`config.mk`:
```
export PLATFORM = sky130hd
export DESIGN_NAME = subpixel_edge_gen
export DESIGN_NICKNAME = d
export VERILOG_FILES = /design/src/rtl/edge_gen_pkg.sv /design/src/rtl/edge_code_decode.sv /design/src/rtl/pixel_pos_counter.sv /design/src/rtl/edge_channel.sv /design/src/rtl/sample_strobe.sv /design/src/rtl/subpixel_edge_gen.sv
export SDC_FILE = /design/constraint.sdc
export NUM_CORES = 1
export LEC_CHECK = 0
export ABC_CLOCK_PERIOD_IN_PS = 2820
export CORE_MARGIN = 2
export CORE_UTILIZATION = 30
export CTS_BUF_LIST = sky130_fd_sc_hd__clkbuf_16
export DETAILED_ROUTE_END_ITERATION = 10
export PLACE_DENSITY = 0.53
export SLEW_MARGIN = 20
export SYNTH_ARGS = -nofsm -noshare
export SYNTH_HDL_FRONTEND = slang
export SYNTH_SLANG_ARGS = --single-unit
```
`constraint.sdc`:
```
create_clock -name clk -period 2.82 [get_ports clk]
set_clock_uncertainty 0.2 [all_clocks]
set_input_delay 0.705 -clock clk [delete_from_list [all_inputs] [get_ports clk]]
set_output_delay 0.705 -clock clk [all_outputs]
set_load 0.05 [all_outputs]
```
`src/rtl/edge_gen_pkg.sv`:
```
package edge_gen_pkg;

    // Slot counter states
    typedef enum logic {
        ST_IDLE,
        ST_RUN
    } cnt_state_t;

    // Clock channel level states
    typedef enum logic {
        LV_LOW,
        LV_HIGH
    } level_state_t;

    // Sample strobe states
    typedef enum logic {
        SS_WAIT,
        SS_FIRE
    } strobe_state_t;

endpackage

```
`src/rtl/edge_code_decode.sv`:
```
module edge_code_decode #(
    parameter int unsigned CODE_W    = 6,
    parameter int unsigned POS_W     = 6,
    parameter int unsigned QUAD_STEP = 12
) (
    input  logic [CODE_W-1:0] code,
    output logic              valid,
    output logic [POS_W-1:0]  pos
);
    localparam int unsigned OFF_W = CODE_W - 2;

    logic [1:0]       quad;
    logic [OFF_W-1:0] offset;

    assign quad   = code[CODE_W-1 -: 2];
    assign offset = code[OFF_W-1:0];

    always_comb begin
        valid = (int'(offset) < int'(QUAD_STEP));
        pos   = POS_W'(int'(quad) * int'(QUAD_STEP) + int'(offset));
    end

endmodule

```
`src/rtl/pixel_pos_counter.sv`:
```
module pixel_pos_counter
    import edge_gen_pkg::*;
#(
    parameter int unsigned POSITIONS = 48,
    parameter int unsigned POS_W     = $clog2(POSITIONS)
) (
    input  logic             clk,
    input  logic             rst_n,
    input  logic             pix_ref,
    output logic [POS_W-1:0] pos,
    output logic             running
);
    localparam logic [POS_W-1:0] LAST_POS = POS_W'(POSITIONS - 1);

    cnt_state_t       state_q, state_d;
    logic [POS_W-1:0] pos_q, pos_d;
    logic             ref_q;
    logic             ref_rise;

    assign ref_rise = pix_ref && !ref_q;

    // State and count registers
    always_ff @(posedge clk) begin
        if (!rst_n) begin
            state_q <= ST_IDLE;
            pos_q   <= '0;
            ref_q   <= 1'b0;
        end else begin
            state_q <= state_d;
            pos_q   <= pos_d;
            ref_q   <= pix_ref;
        end
    end

    // Next state and count
    always_comb begin
        state_d = state_q;
        pos_d   = pos_q;
        unique case (state_q)
            ST_IDLE: begin
                if (ref_rise) begin
                    state_d = ST_RUN;
                    pos_d   = '0;
                end
            end
            ST_RUN: begin
                if (ref_rise) begin
                    pos_d = '0;
                end else if (pos_q == LAST_POS) begin
                    pos_d = '0;
                end else begin
                    pos_d = pos_q + 1'b1;
                end
            end
            default: state_d = ST_IDLE;
        endcase
    end

    // Outputs
    always_comb begin
        pos     = pos_q;
        running = (state_q == ST_RUN);
    end

    AST_SYNC_ZERO: assert property (@(posedge clk) disable iff (!rst_n)
        ref_rise |=> (pos == '0) && running);
    AST_WRAP_ZERO: assert property (@(posedge clk) disable iff (!rst_n)
        (running && pos == LAST_POS && !ref_rise) |=> (pos == '0));
    AST_STEP_ONE: assert property (@(posedge clk) disable iff (!rst_n)
        (running && pos != LAST_POS && !ref_rise) |=> (pos == $past(pos) + 1'b1));
    AST_IDLE_STAYS: assert property (@(posedge clk) disable iff (!rst_n)
        (!running && !ref_rise) |=> !running);

endmodule

```
`src/rtl/edge_channel.sv`:
```
module edge_channel
    import edge_gen_pkg::*;
#(
    parameter int unsigned POS_W = 6
) (
    input  logic             clk,
    input  logic             rst_n,
    input  logic             run,
    input  logic [POS_W-1:0] pos,
    input  logic             rise_valid,
    input  logic [POS_W-1:0] rise_pos,
    input  logic             fall_valid,
    input  logic [POS_W-1:0] fall_pos,
    input  logic             invert,
    output logic             level_out
);
    level_state_t state_q, state_d;
    logic         rise_hit;
    logic         fall_hit;
    logic         raw_high;

    assign rise_hit = run && rise_valid && (rise_pos == pos);
    assign fall_hit = run && fall_valid && (fall_pos == pos);

    always_ff @(posedge clk) begin
        if (!rst_n) begin
            state_q <= LV_LOW;
        end else begin
            state_q <= state_d;
        end
    end

    always_comb begin
        state_d = state_q;
        unique case (state_q)
            LV_LOW:  if (rise_hit && !fall_hit) state_d = LV_HIGH;
            LV_HIGH: if (fall_hit && !rise_hit) state_d = LV_LOW;
            default: state_d = LV_LOW;
        endcase
    end

    always_comb begin
        raw_high  = (state_q == LV_HIGH);
        level_out = raw_high ^ invert;
    end

    AST_RISE_TAKES: assert property (@(posedge clk) disable iff (!rst_n)
        (rise_hit && !fall_hit) |=> raw_high);
    AST_FALL_TAKES: assert property (@(posedge clk) disable iff (!rst_n)
        (fall_hit && !rise_hit) |=> !raw_high);
    AST_EQUAL_HOLDS: assert property (@(posedge clk) disable iff (!rst_n)
        (rise_hit == fall_hit) |=> $stable(raw_high));

endmodule

```
`src/rtl/sample_strobe.sv`:
```
module sample_strobe
    import edge_gen_pkg::*;
#(
    parameter int unsigned POS_W = 6
) (
    input  logic             clk,
    input  logic             rst_n,
    input  logic             run,
    input  logic [POS_W-1:0] pos,
    input  logic             loc_valid,
    input  logic [POS_W-1:0] loc_pos,
    output logic             strobe
);
    strobe_state_t state_q, state_d;
    logic          hit;

    assign hit = run && loc_valid && (loc_pos == pos);

    always_ff @(posedge clk) begin
        if (!rst_n) begin
            state_q <= SS_WAIT;
        end else begin
            state_q <= state_d;
        end
    end

    always_comb begin
        state_d = state_q;
        unique case (state_q)
            SS_WAIT: if (hit) state_d = SS_FIRE;
            SS_FIRE: state_d = SS_WAIT;
            default: state_d = SS_WAIT;
        endcase
    end

    always_comb begin
        strobe = (state_q == SS_FIRE);
    end

    AST_STROBE_SINGLE: assert property (@(posedge clk) disable iff (!rst_n)
        strobe |=> !strobe);
    AST_STROBE_CAUSE: assert property (@(posedge clk) disable iff (!rst_n)
        $rose(strobe) |-> $past(hit));

endmodule

```
`src/rtl/subpixel_edge_gen.sv`:
```
module subpixel_edge_gen
    import edge_gen_pkg::*;
#(
    parameter int unsigned POSITIONS = 48,
    parameter int unsigned CODE_W    = 6
) (
    input  logic              clk,
    input  logic              rst_n,
    input  logic              pix_ref,
    input  logic [CODE_W-1:0] rg_rise_code,
    input  logic [CODE_W-1:0] rg_fall_code,
    input  logic              rg_invert,
    input  logic [CODE_W-1:0] hl_rise_code,
    input  logic [CODE_W-1:0] hl_fall_code,
    input  logic              hl_invert,
    input  logic [CODE_W-1:0] h_rise_code,
    input  logic [CODE_W-1:0] h_fall_code,
    input  logic              h_invert,
    input  logic [CODE_W-1:0] shp_code,
    input  logic [CODE_W-1:0] shd_code,
    input  logic              hblank,
    input  logic              hblank_level,
    output logic              rg_out,
    output logic              hl_out,
    output logic              h13_out,
    output logic              h24_out,
    output logic              shp_strobe,
    output logic              shd_strobe
);
    localparam int unsigned POS_W      = $clog2(POSITIONS);
    localparam int unsigned QUAD_STEP  = POSITIONS / 4;
    localparam int unsigned NUM_CHAN   = 3;
    localparam int unsigned NUM_STROBE = 2;
    localparam int unsigned NUM_CODES  = 2 * NUM_CHAN + NUM_STROBE;

    logic [POS_W-1:0]  cur_pos;
    logic              running;

    logic [CODE_W-1:0] code_arr  [NUM_CODES];
    logic              valid_arr [NUM_CODES];
    logic [POS_W-1:0]  pos_arr   [NUM_CODES];
    logic              inv_arr   [NUM_CHAN];
    logic              lvl_arr   [NUM_CHAN];
    logic              stb_arr   [NUM_STROBE];
    logic              h_chan;

    // Code order: channel c uses 2c (rise) and 2c+1 (fall); strobes follow
    always_comb begin
        code_arr[0] = rg_rise_code;
        code_arr[1] = rg_fall_code;
        code_arr[2] = hl_rise_code;
        code_arr[3] = hl_fall_code;
        code_arr[4] = h_rise_code;
        code_arr[5] = h_fall_code;
        code_arr[6] = shp_code;
        code_arr[7] = shd_code;
        inv_arr[0]  = rg_invert;
        inv_arr[1]  = hl_invert;
        inv_arr[2]  = h_invert;
    end

    pixel_pos_counter #(
        .POSITIONS (POSITIONS),
        .POS_W     (POS_W)
    ) u_counter (
        .clk     (clk),
        .rst_n   (rst_n),
        .pix_ref (pix_ref),
        .pos     (cur_pos),
        .running (running)
    );

    genvar gi;
    generate
        for (gi = 0; gi < NUM_CODES; gi++) begin : g_dec
            edge_code_decode #(
                .CODE_W    (CODE_W),
                .POS_W     (POS_W),
                .QUAD_STEP (QUAD_STEP)
            ) u_dec (
                .code  (code_arr[gi]),
                .valid (valid_arr[gi]),
                .pos   (pos_arr[gi])
            );
        end

        for (gi = 0; gi < NUM_CHAN; gi++) begin : g_chan
            edge_channel #(
                .POS_W (POS_W)
            ) u_chan (
                .clk        (clk),
                .rst_n      (rst_n),
                .run        (running),
                .pos        (cur_pos),
                .rise_valid (valid_arr[2*gi]),
                .rise_pos   (pos_arr[2*gi]),
                .fall_valid (valid_arr[2*gi+1]),
                .fall_pos   (pos_arr[2*gi+1]),
                .invert     (inv_arr[gi]),
                .level_out  (lvl_arr[gi])
            );
        end

        for (gi = 0; gi < NUM_STROBE; gi++) begin : g_strobe
            sample_strobe #(
                .POS_W (POS_W)
            ) u_strobe (
                .clk       (clk),
                .rst_n     (rst_n),
                .run       (running),
                .pos       (cur_pos),
                .loc_valid (valid_arr[2*NUM_CHAN+gi]),
                .loc_pos   (pos_arr[2*NUM_CHAN+gi]),
                .strobe    (stb_arr[gi])
            );
        end
    endgenerate

    always_comb begin
        h_chan     = lvl_arr[2];
        rg_out     = lvl_arr[0];
        hl_out     = lvl_arr[1];
        h13_out    = hblank ? hblank_level : h_chan;
        h24_out    = ~h13_out;
        shp_strobe = stb_arr[0];
        shd_strobe = stb_arr[1];
    end

    AST_STROBES_IDLE: assert property (@(posedge clk) disable iff (!rst_n)
        !running |=> !(shp_strobe || shd_strobe));
    AST_BLANK_FREEZE: assert property (@(posedge clk) disable iff (!rst_n)
        (hblank && $past(hblank) && $stable(hblank_level)) |-> $stable(h13_out));

endmodule

```
-- After elaboration in Yosys (flattened, before gate mapping)
Cells that the tools add are included.
- bitwise gates (word level): 10
- $lt $le $gt $ge: 8
- mux-type cells: 20
- multipliers: 8
- equality and inequality tests: 10
- add/sub/neg operators: 9
- reduce and logical (&&, ||, !) cells: 30
- operators with widths (kind ; count):
    6-bit by 5-bit adder with 6-bit output ; 8
    6-bit == test ; 8
    4-bit < comparator (second input constant) ; 8
    2-bit by 2-bit multiplier with 4-bit output (second input constant) ; 8
    1-bit logical AND ; 23
    6-bit 2-to-1 mux ; 3
    6-bit one-hot mux with 2 select lines ; 1
    1-bit 2-to-1 mux ; 11
    1-bit one-hot mux with 2 select lines ; 5
    1-bit zero test ; 7
    1-bit NOT ; 7
    6-bit by 1-bit adder with 6-bit output (second input constant) ; 1
    6-bit == test (second input constant) ; 1
    1-bit XOR ; 3
    2-bit by 1-bit inequality test with 1-bit output (second input constant) ; 1
- input port bits: 56
- register bits after elaboration: 13
- output and inout port bits: 6
- word-level logic and storage cells: 103

-- Logic depth before layout (Yosys ltp)
Gate-level depths: netlist (run 1).
- depth after elaboration: 8
- depth in mapped cells: 10
- gate-level depth less buffers: 10

-- Hierarchy
From an unflattened synthesis (run 1), not the netlist that was laid out.
- cells, all modules: 288
- area, all modules: 2426.1 µm²
- by module, submodules not included (module ; cells an instance ; times used ; area each (µm²) ; sequential area each (µm²)):
    edge_code_decode ; 19 ; 8 ; 148.9 ; 0.0
    edge_channel ; 24 ; 3 ; 211.5 ; 20.0
    pixel_pos_counter ; 42 ; 1 ; 375.4 ; 160.2
    sample_strobe ; 10 ; 2 ; 100.1 ; 20.0
    subpixel_edge_gen ; 2 ; 1 ; 25.0 ; 0.0

-- Worst setup path after synthesis (run 1)
OpenSTA, ideal clock, no wires.
- path type: input to output
- start point: in h_invert
- end point: out h24_out
- stages: 3
- path slack: -624 ps
- arrival: 2539 ps
- path through: xnor2_1 > o21ai_0 > inv_1
- longest elaborated chain between the ends: 3
- ends and longest elaborated chain (item ; RTL line ; RTL):
    start: declaration ; subpixel_edge_gen.sv:18 ; input logic h_invert,
    1-bit XOR ; edge_channel.sv:44 ; level_out = raw_high ^ invert;
    1-bit 2-to-1 mux ; subpixel_edge_gen.sv:123 ; h13_out = hblank ? hblank_level : h_chan;
    net h13_out ; subpixel_edge_gen.sv:25 ; output logic h13_out,
    1-bit NOT ; subpixel_edge_gen.sv:124 ; h24_out = ~h13_out;
    end: declaration ; subpixel_edge_gen.sv:26 ; output logic h24_out,
The timed path passes the listed nets, and every way through them passes these cells.

-- Worst setup path in the final report (run 1)
- start point: in hl_fall_code[5]
- end point: reg g_chan[1].u_chan.state_q
- longest elaborated chain between the ends: 8
- ends and longest elaborated chain (item ; RTL line ; RTL):
    start: declaration ; subpixel_edge_gen.sv:14 ; input logic [CODE_W-1:0] hl_fall_code,
    2-bit by 2-bit multiplier with 4-bit output (*) ; edge_code_decode.sv:20 ; pos = POS_W'(int'(quad) * int'(QUAD_STEP) + int'(offset));
    6-bit by 5-bit adder with 6-bit output (*) ; edge_code_decode.sv:20 ;
    6-bit == test (*) ; edge_channel.sv:23 ; assign fall_hit = run && fall_valid && (fall_pos == pos);
    1-bit logical AND (*) ; edge_channel.sv:23 ;
    1-bit zero test ; edge_channel.sv:36 ; LV_LOW: if (rise_hit && !fall_hit) state_d = LV_HIGH;
    1-bit logical AND ; edge_channel.sv:36 ;
    1-bit 2-to-1 mux ; edge_channel.sv:36 ;
    1-bit one-hot mux with 2 select lines (*) ; edge_channel.sv:35 ; unique case (state_q)
    end signal: assignment ; edge_channel.sv:29 ; state_q <= state_d;
    end: declaration ; edge_channel.sv:17 ; level_state_t state_q, state_d;
Every way passes the cells marked *; elsewhere a longest branch is shown, timed or not.
A chain may end at the register's enable or synchronous reset.

==> results of run 1 <==
## critical path, delay by kind of cell
kind,cells,cell delay [ns]
AO/OA/AOI/OAI,2,0.27
adder cells (fa/ha/maj),2,0.72
buffers and inverters,2,0.50
XOR/XNOR,1,0.15
AND/OR/NAND/NOR,2,0.29
## cells by family after synthesis
logic type,Yosys count,synth area share [%]
buffers and inverters,25,6.26
AOI/OAI and AO/OA,24,6.75
muxes,1,0.491
adders and majority gates,42,28.7
xor gates and xnor gates,68,29.2
and+or+nand+nor,58,15.8
DFF,13,12.8
## power groups by stage
stage          Clock (W)  Combinational (W)  Sequential, W
6_report        0.000269           0.000391       0.000196
5_1_grt         0.000290           0.000438       0.000197
4_1_cts         0.000278           0.000386       0.000196
3_5_place_dp           0           0.000379       0.000200
3_3_place_gp           0           0.000375       0.000200
2_1_floorplan          0           0.000215       0.000194
## sequential cells by signal (all words and copies together), names as in the netlist
signal and cells:
u_counter.pos 6, g_chan.u_chan.raw_high 3, u_counter.ref_q 1, g_strobe.u_strobe.strobe 2, u_counter.running 1
## per-stage QoR
step,TNS (ns),utilization [%],instance area [µm²]
after CTS,0,45.2,3020
after detailed placement,-1.79,43.5,2910
after global placement,-1.64,43.5,2910
after global routing,-0.0273,46.0,3070
after floorplan,0,-,2040
final,0,46.0,3070
## area by class of cell
cell class	instances	area, µm²	area share [%]
Clock buffer	3	75.1	2.44
Clock inverter	1	3.75	0.122
Inverter	17	63.8	2.08
Multi-Input combinational cell	193	1720	55.8
Sequential cell	13	260	8.47
Tap cell	80	100	3.26
Timing Repair Buffer	88	855	27.8
## path summary, 6_finish.rpt
kind         cells after the start                              endpoint  slack, ns
max                              9  g_chan[1].u_chan.raw_high$_SDFF_PN0_       0.12
min                              2  g_chan[0].u_chan.raw_high$_SDFF_PN0_       0.30
max reg2reg                      5  g_chan[2].u_chan.raw_high$_SDFF_PN0_       0.83
min reg2reg                      2  g_chan[0].u_chan.raw_high$_SDFF_PN0_       0.30
## per-layer routing
layer	global-route usage [%]	routed length [µm]
met3	1.62	181
met1	16.9	2160
met2	22.9	2240
met5	0	0
met4	3.41	51
## timing repair
| action | in CTS | in global routing |
|---|---|---|
| gates resized for setup | 21 | 20 |
| setup buffers | 1 | 2 |
| hold buffers | 0 | 0 |
| pin swaps | 25 | 33 |
| endpoints found under the setup margin | 5 | 5 |
## layout by cell type, fill, tap and decap left out, drive strengths merged
| cell type | count |
|---|---|
| clkdlybuf4s50 | 45 |
| xnor2 | 37 |
| ha | 33 |
| xor2 | 31 |
| buf | 31 |
| inv | 18 |
| dfxtp | 13 |
| nand2 | 12 |
| nor2b | 11 |
| a21oi | 11 |
| nand4 | 9 |
| fa | 8 |
| o21ai | 7 |
| nand3 | 5 |
| dlygate4sd2 | 5 |
| dlymetal6s2s | 5 |
| nor3 | 5 |
| clkbuf | 4 |
| nor2 | 3 |
| and2 | 3 |
| a21boi | 3 |
| nor4 | 3 |
| and3 | 3 |
| or3 | 2 |
| a2111oi | 2 |
| nand2b | 1 |
| mux2i | 1 |
| o211ai | 1 |
| maj3 | 1 |
| or3b | 1 |
| clkdlybuf4s15 | 1 |
==> results.py, run 1 <==
metrics = {
    "pwr": {
        "ir_drop_mv": 0.184,
        "power.density_nw_per_um2": 279,
        "clockPowerShare_pct": 31.5,
        "p_sw_share_pct": 29.8,
        "finalPower_w": 0.000856,
        "p_int_w": 0.000601,
        "p_leak_nw": 1.38,
        "power_frac_seq_pct": 22.9,
        "p_switching_w": 0.000255,
        "combPwrFrac_pct": 45.6,
    },
    "timing": {
        "max_slew_margin_pct": 53.0,
        "finalMaxSlewViolations": 0,
        "hold_viol_final": 0,
        "layout_worst_path_cycle_share_pct": 95.8,
        "finalCriticalPeriod_ns": 2.70,
        "clock.fmax_ghz": 0.370,
        "rsz0062_at_grt": "yes",
        "setup_ws_ns": 0.118,
        "holdWs_ns": 0.297,
        "tightestPinTransition_ns": 0.704,
        "setup_violations": 0,
    },
    "critical_path": {
        "max_stage_delay_ns": 0.43,
        "startpoint": "hl_fall_code[5]",
        "reg2reg_from": "u_counter.pos[3]$_SDFFE_PN0P_",
        "startpoint_type": "input pin",
        "cp_common_cell": "o21ai_1",
        "cpMaxStageDelayCell": "clkdlybuf4s50_1",
        "cp.arrival_ns": 2.63,
        "crit_chain": "clkdlybuf4s50_1, ha_1, inv_2, fa_1, xor2_1, nor3_1, nand4_1, o21ai_1, o21ai_1",
        "cp_data_required_time_ns": 2.75,
        "path_class": "input pin to flip-flop",
        "cp-end-kind": "flip-flop",
        "cp_max_fo": 2,
    },
    "placement": {
        "dp.cells": 388,
        "io_buffers": 61,
        "detailed_place_hpwl_um": 3780,
        "place.gp.congestion": 0.770,
        "place_ws_ns": -0.501,
    },
    "synth": {
        "synth_area_um2": 2040,
        "synthCells": 231,
        "avgSynthCellArea_um2": 8.82,
        "synthArstFlopShare_pct": 0,
        "ys_types": 32,
        "yosysWarningCount": 0,
        "ys_seq_area_share_pct": 12.8,
        "synth_seq_cells": 13,
        "synth_edf_count": 0,
        "synthFlopType": "dfxtp_1",
        "synth_area_leader_cell": "ha_1",
        "synth_nets": 328,
        "synth_top_area_share_pct": 20.3,
        "synth_commonest_cells": "xnor2_1 (37), ha_1 (33), xor2_1 (31)",
        "ys_top_cells_by_area": "ha_1 (20%), xnor2_1 (16%), xor2_1 (13%)",
        "synth.most_common_cell": "xnor2_1",
    },
    "min_path": {
        "hold_class": "flip-flop to flip-flop",
        "hold_start": "g_chan[0].u_chan.raw_high$_SDFF_PN0_",
    },
    "finish": {
        "layout.cells.non_filler": 395,
        "fillers": 676,
        "nets": 413,
        "drive_gt1_share_pct": 19.0,
        "insertedDiodeCount": 0,
        "synthToLayoutAreaGrowth_pct": 50.8,
    },
    "clocking": {
        "cts_made_buffers": 3,
        "clock-sinks": 13,
        "cts_tree": "yes",
        "clkTransAtPathRegs_ns": 0.05,
        "htree_levels": 1,
        "cts_root_buf": "clkbuf_16",
        "clock_path_buffers": 2,
        "clk_latency_ns": 0.24,
    },
    "job": {
        "drv_cap": 0,
    },
    "global_routing": {
        "grt_overflow": 0,
        "first_global_vias": 1757,
        "groute.usage.overall_pct": 13.1,
        "grt_pass1_wl_um": 7760,
        "antenna_found_initial": 0,
        "grt_max_degree": 14,
    },
    "floorplan": {
        "fp.dieH_um": 86.4,
        "dieArea_um2": 7470,
        "die_w_um": 86.4,
        "design.core.area_um2": 6680,
        "row_count": 30,
        "initial_core_util_pct": 30.5,
        "io_pins": 62,
    },
    "drt": {
        "dr.pass1.iters": 4,
        "drtIter0Drc": 38,
        "drc": 0,
        "wl_per_cell_um": 11.7,
        "wl_um": 4640,
        "vias": 1773,
        "postRouteAntennaNets": 0,
        "via_per_inst": 4.49,
    },
    "outcome": {
        "status": "finished, final reports clean",
    },
}
Power figures use the tool's default switching activity.
==> run 2: changes to the inputs <==
Settings changed: CORE_UTILIZATION 30 to 25, PLACE_DENSITY 0.53 to 0.46.
==> run 2 against run 1 <==
  * Clock power increased by 2%
  * Global-route usage decreased by 1.6 points
  * Routed wire length rose by 7.7%
  * Largest power group unchanged
  * Highest routed layer unchanged
==> results.py, run 2 (same netlist as run 1, synthesis figures left out) <==
metrics = {
    "pwr": {
        "p_switching_w": 0.000266,
        "power.density_nw_per_um2": 275,
        "power_frac_seq_pct": 22.2,
        "p_sw_share_pct": 30.5,
        "finalPower_w": 0.000873,
        "p_int_w": 0.000607,
        "combPwrFrac_pct": 46.4,
        "clockPowerShare_pct": 31.4,
        "ir_drop_mv": 0.195,
        "p_leak_nw": 1.42,
    },
    "clocking": {
        "clkTransAtPathRegs_ns": 0.05,
        "cts_made_buffers": 3,
        "clk_latency_ns": 0.24,
        "cts_root_buf": "clkbuf_16",
        "clock_path_buffers": 2,
        "clock-sinks": 13,
        "cts_tree": "yes",
        "htree_levels": 1,
    },
    "global_routing": {
        "groute.usage.overall_pct": 11.5,
        "grt_max_degree": 14,
        "grt_pass1_wl_um": 8110,
        "grt_overflow": 0,
        "antenna_found_initial": 0,
        "first_global_vias": 1857,
    },
    "placement": {
        "detailed_place_hpwl_um": 3980,
        "place.gp.congestion": 0.802,
        "io_buffers": 61,
        "placed_cell_area_um2": 2970,
    },
    "floorplan": {
        "design.core.area_um2": 7810,
        "dieArea_um2": 8890,
        "die_w_um": 94.3,
        "initial_core_util_pct": 26.1,
        "fp.dieH_um": 94.3,
        "io_pins": 62,
        "row_count": 32,
    },
    "critical_path": {
        "cp-end-kind": "flip-flop",
        "cp_data_required_time_ns": 2.81,
        "path_class": "input pin to flip-flop",
        "startpoint_type": "input pin",
        "cp.arrival_ns": 2.73,
        "cp_max_fo": 2,
    },
    "job": {
        "drv_cap": 0,
    },
    "timing": {
        "finalCriticalPeriod_ns": 2.73,
        "holdWs_ns": 0.290,
        "tightestPinTransition_ns": 0.732,
        "layout_worst_path_cycle_share_pct": 97.0,
        "max_slew_margin_pct": 51.2,
        "hold_viol_final": 0,
        "clock.fmax_ghz": 0.366,
        "finalMaxSlewViolations": 0,
        "setup_violations": 0,
    },
    "finish": {
        "final_cell_area_um2": 3180,
        "nets": 415,
        "largest_reg_flops": 6,
        "final_cell_mix": "clkdlybuf4s50_1 (42), xnor2_1 (36), xor2_1 (30)",
        "synthToLayoutAreaGrowth_pct": 55.8,
        "drive_gt1_share_pct": 22.1,
        "insertedDiodeCount": 0,
        "fillers": 822,
        "layout.cells.most_common": "clkdlybuf4s50_1",
    },
    "drt": {
        "postRouteAntennaNets": 0,
        "drtIter0Drc": 31,
        "wl_um": 4990,
        "vias": 1807,
        "drc": 0,
        "via_per_inst": 4.31,
        "wl_per_cell_um": 11.9,
        "dr.pass1.iters": 4,
    },
    "outcome": {
        "status": "finished, final reports clean",
    },
    "min_path": {
        "hold_class": "flip-flop to flip-flop",
    },
}
-- run 2: cell count changes in the layout (fill, tap and decap cells not counted), sizes merged --
cell	before	now
clkdlybuf4s50	45	42
clkinv	0	1
clkdlybuf4s15	1	0
inv	18	17
dlymetal6s2s	5	9
buf	31	33
-- run 2: path summary, 6_finish.rpt --
kind                                                      startpoint                                     end  slack, ns  cells past startpoint
worst max-delay path                                     shp_code[5]  g_strobe[0].u_strobe.strobe$_SDFF_PP0_       0.09                      8
worst min-delay path            g_chan[0].u_chan.raw_high$_SDFF_PN0_    g_chan[0].u_chan.raw_high$_SDFF_PN0_       0.29                      2
worst max register to register         u_counter.pos[3]$_SDFFE_PN0P_    g_chan[2].u_chan.raw_high$_SDFF_PN0_       0.81                      5
worst min register to register  g_chan[0].u_chan.raw_high$_SDFF_PN0_    g_chan[0].u_chan.raw_high$_SDFF_PN0_       0.29                      2
-- run 2: through the flow --
| stage | setup WS, ns | std cells | setup TNS [ns] | util [%] |
|---|---|---|---|---|
| 2_1_floorplan | 0.106 | 231 | 0 | - |
| 3_3_place_gp | -0.456 | 414 | -1.68 | 38.0 |
| 3_5_place_dp | -0.483 | 414 | -1.78 | 38.0 |
| 4_1_cts | -0.0255 | 419 | -0.0255 | 39.4 |
| 5_1_grt | -0.00496 | 419 | -0.00496 | 40.7 |
| 6_report | 0.0853 | 419 | 0 | 40.7 |
-- run 2: repair_timing --
item,4_1_cts,5_1_grt
gates resized for setup,18,32
pin swaps,24,26
hold buffers,0,0
buffers inserted,1,0
endpoints found under the setup margin,5,5
-- run 2: routing by layer --
metal  global-route usage [%]  vias up  part of all wire, %
met5                        0        -                    0
met4                     2.90        0                  1.0
met3                     2.65        6                  6.0
met2                     20.4       46                   47
met1                     13.9      815                   46
li1                         -      940                    -
-- run 2: final cells by class --
cell class	instances	area (µm²)	area share, %
repair buffers	90	880	27.7
inverters	17	63.8	2.01
clock buffers	3	75.1	2.36
flip-flops and latches	13	260	8.20
well taps	102	128	4.02
clock inverters	1	5.00	0.158
multi-input cells	193	1760	55.6
-- run 2: critical path, stage by stage --
cell	delay, ns
clkdlybuf4s50_1	0.44
ha_1	0.31
inv_2	0.05
fa_1	0.51
xnor2_1	0.12
nand4_1	0.14
a2111oi_2	0.26
and3_1	0.20
-- run 2: power by group through the flow --
stage	Sequential [W]	Clock, W	Combinational [W]
2_1_floorplan	0.000194	0	0.000215
4_1_cts	0.000194	0.000281	0.000396
3_5_place_dp	0.000198	0	0.000388
6_report	0.000194	0.000274	0.000406
3_3_place_gp	0.000198	0	0.000385
5_1_grt	0.000194	0.000292	0.000449
==> run 3: changes to the inputs <==
Settings changed: CORE_UTILIZATION 25 to 40, PLACE_DENSITY 0.46 to 0.68.
==> run 3 against run 2 <==
  * Via count is 0.66% lower
  * First-iteration DRC count is 42% higher
  * Die area is 36% lower
  * Count of clock-buffer cells in the layout stayed put
  * Clock power hardly changed
  * Register-to-register slack worse by 0.02 ns
  * Sequential share of layout area is 0.30 points higher
  * Final area is 3.5% lower
  * Critical path type unchanged
  * Highest routed layer unchanged
==> results.py, run 3 (same netlist as run 1, synthesis figures left out) <==
metrics = {
    "finish": {
        "fillers": 452,
        "layout.cells.most_common": "clkdlybuf4s50_1",
        "largest_reg_flops": 6,
        "final_cell_area_um2": 3060,
        "nets": 411,
        "insertedDiodeCount": 0,
        "synthToLayoutAreaGrowth_pct": 50.3,
        "final_cell_mix": "clkdlybuf4s50_1 (43), xnor2_1 (36), xor2_1 (31)",
        "drive_gt1_share_pct": 18.5,
    },
    "global_routing": {
        "grt_overflow": 0,
        "grt_max_degree": 14,
        "grt_pass1_wl_um": 7380,
        "groute.usage.overall_pct": 16.8,
        "first_global_vias": 1712,
        "antenna_found_initial": 0,
    },
    "drt": {
        "via_per_inst": 4.72,
        "drtIter0Drc": 44,
        "postRouteAntennaNets": 0,
        "wl_per_cell_um": 12.0,
        "vias": 1795,
        "wl_um": 4570,
        "drc": 0,
        "dr.pass1.iters": 4,
    },
    "timing": {
        "layout_worst_path_cycle_share_pct": 96.5,
        "max_slew_margin_pct": 55.0,
        "finalCriticalPeriod_ns": 2.72,
        "hold_viol_final": 0,
        "tightestPinTransition_ns": 0.673,
        "rsz0062_at_grt": "no",
        "setup_violations": 0,
        "clock.fmax_ghz": 0.368,
        "fin_setup_tns_ns": 0,
        "finalMaxSlewViolations": 0,
    },
    "job": {
        "drv_cap": 0,
    },
    "critical_path": {
        "r2r_slack_ns": 0.79,
        "cp.arrival_ns": 2.66,
        "cp_max_fo": 2,
        "reg2reg_from": "u_counter.pos[2]$_SDFFE_PN0P_",
        "startpoint": "h_fall_code[4]",
        "cp-end-kind": "flip-flop",
        "startpoint_type": "input pin",
        "cp_data_required_time_ns": 2.76,
        "path_class": "input pin to flip-flop",
    },
    "floorplan": {
        "die_w_um": 75.4,
        "initial_core_util_pct": 42.3,
        "design.core.area_um2": 4820,
        "row_count": 25,
        "dieArea_um2": 5680,
        "fp.dieH_um": 75.4,
        "io_pins": 62,
    },
    "clocking": {
        "cts_tree": "yes",
        "clk_latency_ns": 0.24,
        "cts_root_buf": "clkbuf_16",
        "cts_hold_repair.buffers": 0,
        "clock_path_buffers": 2,
        "clock-sinks": 13,
        "htree_levels": 1,
        "clkTransAtPathRegs_ns": 0.05,
        "cts_made_buffers": 3,
    },
    "pwr": {
        "ir_drop_mv": 0.211,
        "finalPower_w": 0.000862,
        "p_leak_nw": 1.38,
        "power.density_nw_per_um2": 282,
    },
    "placement": {
        "io_buffers": 61,
        "detailed_place_hpwl_um": 3640,
        "placed_cell_area_um2": 2890,
        "place.gp.congestion": 0.826,
    },
    "min_path": {
        "hold_start": "g_chan[0].u_chan.raw_high$_SDFF_PN0_",
        "hold_class": "flip-flop to flip-flop",
    },
    "outcome": {
        "status": "finished, final reports clean",
    },
}
run 3: timing repair:
item,4_1_cts,5_1_grt
buffers inserted,1,0
gates cloned,0,0
endpoints found under the setup margin,5,5
pin swaps,27,28
resized for setup,23,18
run 3: routing by layer:
layer | part of all wire [%] | track usage (%)
met3 | 3.7 | 2.12
met1 | 44 | 21.5
met2 | 52 | 30.3
met5 | 0 | 0
met4 | 0.77 | 3.51
run 3: where the power goes:
| group | switching (W) | internal [W] |
|---|---|---|
| sequential | 0.00000845 | 0.000188 |
| clock | 0.0000860 | 0.000189 |
| combinational | 0.000167 | 0.000224 |
run 3: metrics by stage:
| step | instances | util (%) | setup slack, ns | hold WS, ns |
|---|---|---|---|---|
| 2_1_floorplan | 231 | - | 0.106 | 0.264 |
| 5_1_grt | 380 | 63.6 | 0.00712 | 0.319 |
| 3_3_place_gp | 375 | 60.1 | -0.438 | 0.278 |
| 6_report | 380 | 63.6 | 0.100 | 0.303 |
| 3_5_place_dp | 375 | 60.1 | -0.493 | 0.296 |
| 4_1_cts | 380 | 62.5 | 0.00383 | 0.305 |
run 3: worst paths after layout:
| path | to | cells past startpoint |
|---|---|---|
| worst max-delay path | g_chan[2].u_chan.raw_high$_SDFF_PN0_ | 10 |
| worst min-delay path | g_chan[0].u_chan.raw_high$_SDFF_PN0_ | 2 |
| worst max register to register | g_chan[2].u_chan.raw_high$_SDFF_PN0_ | 5 |
| worst min register to register | g_chan[0].u_chan.raw_high$_SDFF_PN0_ | 2 |
run 3: layout make-up:
type	instances	area, µm²	area share [%]
clock buffer	3	75.1	2.45
clock inverter	1	5.00	0.163
inverter	17	63.8	2.08
timing repair buffer	86	846	27.6
tap	67	83.8	2.74
sequential	13	260	8.50
multi-input combinational	193	1730	56.5
run 3: worst max-delay path, cell delays in order:
cell             delay, ns
clkdlybuf4s15_1       0.18
inv_1                 0.07
ha_4                  0.26
inv_2                 0.04
fa_1                  0.46
xor2_1                0.16
nor4_2                0.23
nand3_1               0.12
maj3_2                0.31
and2_1                0.15
